## src/rtl/pcs_pkg.sv

```systemverilog
package pcs_pkg;
  typedef enum logic [2:0] {
    OP_HOLD = 3'd0,
    OP_INC  = 3'd1,
    OP_JUMP = 3'd2,
    OP_CALL = 3'd3,
    OP_RET  = 3'd4,
    OP_IRQ  = 3'd5
  } pc_op_e;
endpackage

```

## src/rtl/pcs_cmd_arb.sv

```systemverilog
module pcs_cmd_arb
  import pcs_pkg::*;
(
  input  logic   irq_take,
  input  logic   cmd_ret,
  input  logic   cmd_call,
  input  logic   cmd_jump,
  input  logic   cmd_inc,
  output pc_op_e op
);
  // fixed precedence: interrupt, return, call, jump, increment
  always_comb begin
    if (irq_take)      op = OP_IRQ;
    else if (cmd_ret)  op = OP_RET;
    else if (cmd_call) op = OP_CALL;
    else if (cmd_jump) op = OP_JUMP;
    else if (cmd_inc)  op = OP_INC;
    else               op = OP_HOLD;
  end
endmodule

```

## src/rtl/pcs_ret_stack.sv

```systemverilog
module pcs_ret_stack #(
  parameter int DEPTH = 8,
  parameter int WIDTH = 13,
  localparam int PTR_W = (DEPTH > 1) ? $clog2(DEPTH) : 1
) (
  input  logic             clk,
  input  logic             rst_n,
  input  logic             push,
  input  logic             pop,
  input  logic [WIDTH-1:0] push_data,
  output logic [WIDTH-1:0] top_data,
  output logic [PTR_W-1:0] sp_o
);
  logic [WIDTH-1:0] mem_q [DEPTH];
  logic [PTR_W-1:0] sp_q;
  logic [PTR_W-1:0] sp_dec;

  function automatic logic [PTR_W-1:0] ring_up(input logic [PTR_W-1:0] p);
    return (int'(p) == DEPTH - 1) ? '0 : PTR_W'(int'(p) + 1);
  endfunction

  function automatic logic [PTR_W-1:0] ring_down(input logic [PTR_W-1:0] p);
    return (p == '0) ? PTR_W'(DEPTH - 1) : PTR_W'(int'(p) - 1);
  endfunction

  assign sp_dec   = ring_down(sp_q);
  assign top_data = mem_q[sp_dec];
  assign sp_o     = sp_q;

  always_ff @(posedge clk or negedge rst_n) begin
    if (!rst_n) begin
      sp_q <= '0;
      for (int i = 0; i < DEPTH; i++) mem_q[i] <= '0;
    end else if (push) begin
      mem_q[sp_q] <= push_data;
      sp_q        <= ring_up(sp_q);
    end else if (pop) begin
      sp_q <= sp_dec;
    end
  end
endmodule

```

## src/rtl/pcs_pc_reg.sv

```systemverilog
module pcs_pc_reg
  import pcs_pkg::*;
#(
  parameter int PC_W      = 13,
  parameter int RESET_VEC = 0,
  parameter int INT_VEC   = 4
) (
  input  logic            clk,
  input  logic            rst_n,
  input  pc_op_e          op,
  input  logic [PC_W-1:0] target,
  input  logic [PC_W-1:0] pop_data,
  output logic [PC_W-1:0] pc_q,
  output logic [PC_W-1:0] pc_seq
);
  function automatic logic [PC_W-1:0] seq_next(input logic [PC_W-1:0] p);
    return p + PC_W'(1);
  endfunction

  logic [PC_W-1:0] pc_d;

  assign pc_seq = seq_next(pc_q);

  always_comb begin
    unique case (op)
      OP_IRQ:  pc_d = PC_W'(INT_VEC);
      OP_RET:  pc_d = pop_data;
      OP_CALL: pc_d = target;
      OP_JUMP: pc_d = target;
      OP_INC:  pc_d = pc_seq;
      default: pc_d = pc_q;
    endcase
  end

  always_ff @(posedge clk or negedge rst_n) begin
    if (!rst_n) pc_q <= PC_W'(RESET_VEC);
    else        pc_q <= pc_d;
  end
endmodule

```

## src/rtl/pc_stack_unit.sv

```systemverilog
module pc_stack_unit
  import pcs_pkg::*;
#(
  parameter int PC_W      = 13,
  parameter int PHYS_W    = 11,
  parameter int DEPTH     = 8,
  parameter int RESET_VEC = 0,
  parameter int INT_VEC   = 4,
  localparam int PTR_W = (DEPTH > 1) ? $clog2(DEPTH) : 1
) (
  input  logic              clk,
  input  logic              rst_n,
  input  logic              irq_take,
  input  logic              cmd_inc,
  input  logic              cmd_jump,
  input  logic              cmd_call,
  input  logic              cmd_ret,
  input  logic [PC_W-1:0]   target,
  output logic [PHYS_W-1:0] fetch_addr,
  output logic [PC_W-1:0]   pc_out
);
  pc_op_e          op;
  logic            push_ev;
  logic            pop_ev;
  logic [PC_W-1:0] push_val;
  logic [PC_W-1:0] tos;
  logic [PC_W-1:0] pc_q;
  logic [PC_W-1:0] pc_seq;
  logic [PTR_W-1:0] sp;

  pcs_cmd_arb arb_i (
    .irq_take (irq_take),
    .cmd_ret  (cmd_ret),
    .cmd_call (cmd_call),
    .cmd_jump (cmd_jump),
    .cmd_inc  (cmd_inc),
    .op       (op)
  );

  assign push_ev  = (op == OP_CALL) || (op == OP_IRQ);
  assign pop_ev   = (op == OP_RET);
  assign push_val = (op == OP_IRQ) ? pc_q : pc_seq;

  pcs_ret_stack #(.DEPTH(DEPTH), .WIDTH(PC_W)) stk_i (
    .clk       (clk),
    .rst_n     (rst_n),
    .push      (push_ev),
    .pop       (pop_ev),
    .push_data (push_val),
    .top_data  (tos),
    .sp_o      (sp)
  );

  pcs_pc_reg #(.PC_W(PC_W), .RESET_VEC(RESET_VEC), .INT_VEC(INT_VEC)) pcr_i (
    .clk      (clk),
    .rst_n    (rst_n),
    .op       (op),
    .target   (target),
    .pop_data (tos),
    .pc_q     (pc_q),
    .pc_seq   (pc_seq)
  );

  assign pc_out     = pc_q;
  assign fetch_addr = pc_q[PHYS_W-1:0];
endmodule

```

## config.mk

```make
export PLATFORM = sky130hd
export DESIGN_NAME = pc_stack_unit
export DESIGN_NICKNAME = d
export VERILOG_FILES = /design/src/rtl/pcs_pkg.sv /design/src/rtl/pcs_cmd_arb.sv /design/src/rtl/pcs_ret_stack.sv /design/src/rtl/pcs_pc_reg.sv /design/src/rtl/pc_stack_unit.sv
export SDC_FILE = /design/constraint.sdc
export NUM_CORES = 1
export LEC_CHECK = 0
export ABC_CLOCK_PERIOD_IN_PS = 2500
export CAP_MARGIN = 20
export CORE_MARGIN = 2
export CORE_UTILIZATION = 53
export DETAILED_ROUTE_END_ITERATION = 8
export PLACE_DENSITY = 0.72
export SLEW_MARGIN = 20
export SYNTH_ARGS = -nofsm -noshare
export SYNTH_HDL_FRONTEND = slang
export SYNTH_SLANG_ARGS = --single-unit
```

## constraint.sdc

```tcl
create_clock -name clk -period 2.5 [get_ports clk]
set_input_delay 0.5 -clock clk [delete_from_list [all_inputs] [get_ports clk]]
set_output_delay 0.5 -clock clk [all_outputs]
set_load 0.05 [all_outputs]
```

==> flow_metrics.py, run 1 <==
metrics = {
    "run_status": {
        "outcome": "complete, no violations",
    },
    "finish": {
        "drive_gt1_frac": 0.141,
        "multiInputGateArea_um2": 2750,
        "fillers": 839,
        "final_cells": 818,
        "seqCellArea_um2": 3000,
        "num-nets-final": 687,
        "syn2layout_area_growth_pct": 22.1,
        "diodes": 0,
    },
    "drt": {
        "drt_iter0_drc": 616,
        "drc": 0,
        "wl_per_cell_um": 21.0,
        "ant_nets": 0,
        "vias": 5053,
        "drt_pre_antenna_iters": 6,
        "vias_per_cell": 6.18,
        "wl_um": 17200,
    },
    "grt": {
        "grt_use_met3": 0.0733,
        "grt_max_degree": 47,
        "grt_use_total": 0.294,
        "grt_busiest_layer": "met2",
        "antenna_found_initial": 0,
        "gr-total-overflow": 0,
        "grt_pass1_wl_um": 28000,
        "grt_util_met1": 0.410,
        "grt_pass1_vias": 5163,
        "grtUsageMet2": 0.454,
    },
    "die": {
        "start_util": 0.538,
        "die-area_um2": 12300,
        "coreArea_um2": 11300,
        "die_w_um": 111,
        "die_h_um": 111,
        "placementRows": 39,
        "ios": 44,
    },
    "run": {
        "maxCapViolCount": 0,
    },
    "critical_path": {
        "slowest_delay_ns": 0.89,
        "reg2reg_to": "pcr_i.pc_q[6]",
        "crit-reg2reg-launch": "stk_i.sp_o[0]",
        "path_max_fanout": 11,
        "r2r_slack_ns": 0.11,
        "worstSetupPathType": "flop to primary output",
        "path_cells": "clkdlybuf4s50_1",
        "worstSetupStartpointType": "flop",
        "required_ns": 2.00,
        "crit_family": "buffers and inverters",
        "worst_setup_path_end_kind": "primary output",
        "slowest_stage": "clkdlybuf4s50_1",
        "rr_worst_depth": 7,
        "path_buf_inv": 1,
        "crit_arrival_ns": 1.91,
    },
    "clock_network": {
        "cts_tree": "yes",
        "clk_path_buf_depth": 2,
        "cts_htree_levels": 4,
        "clock_latency_ns": 0.41,
        "clockRootBuffer": "clkbuf_16",
        "path_clk_slew_ns": 0.06,
        "cts_buffers": 17,
        "clock_sinks": 120,
    },
    "sta": {
        "fin_crit_sh": 0.963,
        "tns_ns": 0,
        "hold_violations": 0,
        "slew_headroom": 0.505,
        "finalSetupViolCount": 0,
        "tightest_slew_ns": 0.737,
        "min_period_ns": 2.41,
        "clock.fmax_mhz": 415,
        "maxSlewViolCount": 0,
        "holdWs_ns": 0.108,
        "skew_ns": 0.00834,
        "rsz0062_at_grt": "no",
    },
    "place": {
        "gp_congestion": 0.899,
        "portBuffers": 43,
        "dp_cells": 783,
        "dpl.hpwl_um": 11100,
    },
    "synth": {
        "synth.most_common_cell": "dfrtp_1",
        "synth_area_leader_cell": "dfrtp_1",
        "synthTopCellsByArea": "dfrtp_1, o21ai_0, nand2_1, mux4_1, mux4_2",
        "synth-main-ff-cell": "dfrtp_1",
        "synth_cell_types": 58,
        "syn_nets": 636,
        "async_flop_share": 1.00,
        "ys_seq_area_frac": 0.495,
        "yosys_warnings": 0,
        "synth_cells": 611,
        "syn_avg_cell_area_um2": 9.92,
        "synth.top_cell.area_share": 0.495,
        "syn_area_um2": 6060,
        "synth-edff-count": 0,
        "ys_ff_latch": 120,
        "ys_top_cells_by_count": "dfrtp_1, nand2_1, o21ai_0",
    },
    "power": {
        "p_sw_frac": 0.413,
        "powerDensity_nw_per_um2": 1470,
        "seq_power_share": 0.310,
        "peakVddDrop_uv": 1010,
        "switchingPower_mw": 4.50,
        "power.clock.fraction": 0.225,
        "combPwrFrac": 0.465,
        "intPower_mw": 6.41,
        "p_leak_nw": 3.18,
    },
    "min_path": {
        "min_path_type": "input port to asynchronous set/reset pin",
    },
}
-- state kept, by name, summed over array words and instances (netlist names) --
| name | cells |
|---|---|
| pcr_i.pc_q | 13 |
| stk_i.mem_q | 104 |
| stk_i.sp_o | 3 |
-- metrics by stage --
stage	instance area, µm²	utilization	power (mW)	setup WS, ns
after CTS	7380	0.655	10.8	0.0973
after floorplan	6070	-	6.61	0.0132
after global placement	6770	0.601	8.10	0.0621
after global routing	7400	0.657	11.5	0.00752
after detailed placement	6770	0.601	8.26	0.0151
final	7400	0.657	10.9	0.0915
-- layer usage --
metal,share of wire,vias to the layer above
li1,-,2280
met1,0.44,2528
met2,0.46,216
met3,0.080,29
met4,0.022,0
met5,0,-
-- worst max path at each step --
| stage | startpoint | to | slack [ns] | cells past startpoint |
|---|---|---|---|---|
| 2_1_floorplan | stk_i.sp_o[0] | pcr_i.pc_q[11] | 0.01 | 10 |
| 3_3_place_gp | irq_take | pcr_i.pc_q[11] | 0.06 | 6 |
| 3_5_place_dp | irq_take | pcr_i.pc_q[8] | 0.02 | 6 |
| 4_1_cts | pcr_i.pc_q[2] | pc_out[2] | 0.1 | 1 |
| 5_1_grt | stk_i.sp_o[0] | pcr_i.pc_q[8] | 0.008 | 7 |
| 6_report | pcr_i.pc_q[2] | pc_out[2] | 0.09 | 1 |
-- kinds of logic (layout without fill, tap and decap cells) --
family          after synthesis  after routing  synth area share
compound gates              173            173             0.182
flops                       120            120             0.495
buf+inv                      63            127            0.0516
mux                          27             27            0.0751
xor+xnor                     22             22            0.0318
fa+ha+maj                     5              5            0.0103
simple gates                201            201             0.154
-- cell usage in the layout, fill, tap and decap left out, types with 9 or more instances in the layout --
cell type / count
nor2_1: 30
a21oi_1: 18
buf_4: 36
xnor2_1: 18
o21ai_0: 93
nor3_1: 14
clkdlybuf4s50_1: 42
clkbuf_16: 17
dfrtp_1: 120
inv_1: 9
nand2b_1: 9
mux2i_1: 14
nor2b_1: 10
nand2_1: 108
-- area by class of cell --
type,instances,area share
clock buffer,25,0.0696
timing repair buffer,85,0.112
tap,143,0.0242
multi-input combinational,428,0.371
clock inverter,7,0.0120
sequential,120,0.406
inverter,10,0.00507
-- power by group through the flow --
stage	Combinational, mW	Sequential (mW)	Clock [mW]
final	5.07	3.38	2.45
after global routing	5.45	3.48	2.55
after CTS	4.97	3.36	2.46
after detailed placement	4.89	3.37	0
after global placement	4.79	3.31	0
after floorplan	3.11	3.51	0
-- repair_timing --
action	in CTS	in global routing
setup buffers	0	3
hold buffers	0	0
resized for setup	0	2
endpoints found under the setup margin	0	7
Note: power is estimated with default switching activity, not from simulation.
==> run 2, diff against run 1 <==
Settings changed: HOLD_SLACK_MARGIN set to 0.1, TNS_END_PERCENT set to 10.
==> run 2 against run 1 <==
  * Routed wire length is 4.9% lower
  * Power is 0.20% lower
  * Sequential cell count is the same
  * Cell count down 0.12%
  * Combinational power is 1% lower
  * Design area rose by 0.20%
  * Count of clock-buffer cells in the layout down 4
  * Largest power group unchanged
  * Highest routed layer unchanged
==> flow_metrics.py, run 2 (synthesized netlist as in run 1, its figures left out) <==
metrics = {
    "run_status": {
        "outcome": "complete, no violations",
    },
    "critical_path": {
        "path_cells": "clkdlybuf4s50_1",
        "crit_arrival_ns": 1.88,
        "crit_family": "buffers and inverters",
        "slowest_stage": "clkdlybuf4s50_1",
        "required_ns": 2.00,
        "slowest_delay_ns": 0.88,
        "worstSetupPathType": "flop to primary output",
        "worstSetupStartpointType": "flop",
        "path_max_fanout": 11,
        "path_buf_inv": 1,
        "worst_setup_path_end_kind": "primary output",
    },
    "clock_network": {
        "clk_path_buf_depth": 2,
        "path_clk_slew_ns": 0.06,
        "post_cts_buffers": 0,
        "cts_htree_levels": 4,
        "cts_tree": "yes",
        "cts_buffers": 17,
        "clockRootBuffer": "clkbuf_16",
        "clock_sinks": 120,
        "clock_latency_ns": 0.41,
    },
    "sta": {
        "min_period_ns": 2.38,
        "maxSlewViolCount": 0,
        "finalSetupViolCount": 0,
        "final.setup.worst_slack_ns": 0.120,
        "tightest_slew_ns": 0.751,
        "skew_ns": 0.0111,
        "rsz0062_at_grt": "no",
        "tns_ns": 0,
        "hold_violations": 0,
        "holdWs_ns": 0.471,
        "fin_crit_sh": 0.952,
        "slew_headroom": 0.495,
        "clock.fmax_mhz": 420,
    },
    "drt": {
        "drt_iter0_drc": 526,
        "wl_um": 16300,
        "drc": 0,
        "drt_pre_antenna_iters": 5,
        "vias": 4942,
        "vias_per_cell": 6.05,
        "wl_per_cell_um": 20.0,
        "ant_nets": 0,
    },
    "die": {
        "die_w_um": 111,
        "coreArea_um2": 11300,
        "start_util": 0.538,
        "placementRows": 39,
        "ios": 44,
        "die-area_um2": 12300,
        "die_h_um": 111,
    },
    "power": {
        "fin_total_pwr_mw": 10.9,
        "p_leak_nw": 3.17,
        "powerDensity_nw_per_um2": 1470,
        "peakVddDrop_uv": 824,
    },
    "finish": {
        "largest_reg_flops": 104,
        "final_cells": 817,
        "final_util": 0.658,
        "top_register": "stk_i.mem_q",
        "diodes": 0,
        "syn2layout_area_growth_pct": 22.4,
        "num-nets-final": 686,
        "layout_commonest_cell": "dfrtp_1",
        "final_area_um2": 7420,
        "final_cell_mix": "dfrtp_1, nand2_1, o21ai_0",
        "drive_gt1_frac": 0.138,
    },
    "run": {
        "maxCapViolCount": 0,
    },
    "place": {
        "dp_cells": 784,
        "preCtsSetupSlack_ns": 0.0694,
        "portBuffers": 43,
        "placed_area_um2": 6790,
        "gp_congestion": 0.930,
        "dpl.hpwl_um": 10800,
    },
    "grt": {
        "grt_max_degree": 50,
        "gr-total-overflow": 0,
        "antenna_found_initial": 0,
        "grt_use_total": 0.280,
        "grt_pass1_wl_um": 26500,
        "grt_pass1_vias": 4882,
    },
    "min_path": {
        "min_path_type": "flop to flop",
    },
}
==> run 2: changes by cell type in the layout (fill, tap and decap cells not counted), sizes merged <==
cell,change
buf,-2
clkinv,-2
clkbuf,-4
inv,+1
bufinv,+1
clkinvlp,+4
dlygate4sd3,+1
==> run 2: cell type report <==
| type | count | area, µm² |
|---|---|---|
| repair buffers | 84 | 838 |
| clock buffers | 21 | 470 |
| fillers | 871 | 3850 |
| well taps | 143 | 179 |
| flip-flops and latches | 120 | 3000 |
| clock inverters | 11 | 144 |
| multi-input cells | 428 | 2750 |
| inverters | 10 | 37.5 |
==> run 2: worst paths after layout <==
path,start,end,slack [ns],cells after the start
hold reg to reg,stk_i.mem_q[52],stk_i.mem_q[52],0.47,2
max in group asynchronous,rst_n,stk_i.mem_q[36],1.11,3
setup reg to reg,stk_i.sp_o[1],pcr_i.pc_q[6],0.13,7
hold / removal,stk_i.mem_q[52],stk_i.mem_q[52],0.47,2
min in group asynchronous,rst_n,pcr_i.pc_q[2],0.63,2
setup / recovery,pcr_i.pc_q[2],fetch_addr[2],0.12,1
==> run 2: timing repair <==
item / CTS / global route
hold buffers: 1 / 0
setup endpoints to repair: 0 / 1
gates resized for setup: 0 / 1
hold endpoints to repair: 1 / 0
==> run 2: layer usage <==
metal / up-vias / global-route usage / wire, µm
li1: 2283 / - / -
met1: 2429 / 0.389 / 7190
met2: 204 / 0.424 / 7550
met3: 26 / 0.0749 / 1210
met4: 0 / 0.111 / 391
met5: - / 0 / 0
==> run 2: power breakdown <==
| part | switching (mW) | internal, mW | leakage, nW |
|---|---|---|---|
| clock | 0.875 | 1.64 | 0.291 |
| sequential | 0.565 | 2.78 | 1.56 |
| combinational | 3.02 | 2.00 | 1.32 |
==> run 2: worst min-delay path, cell delays in order (launching register included) <==
cell and delay, ns:
dfrtp_1 0.33, nand2_1 0.04, o21ai_0 0.06
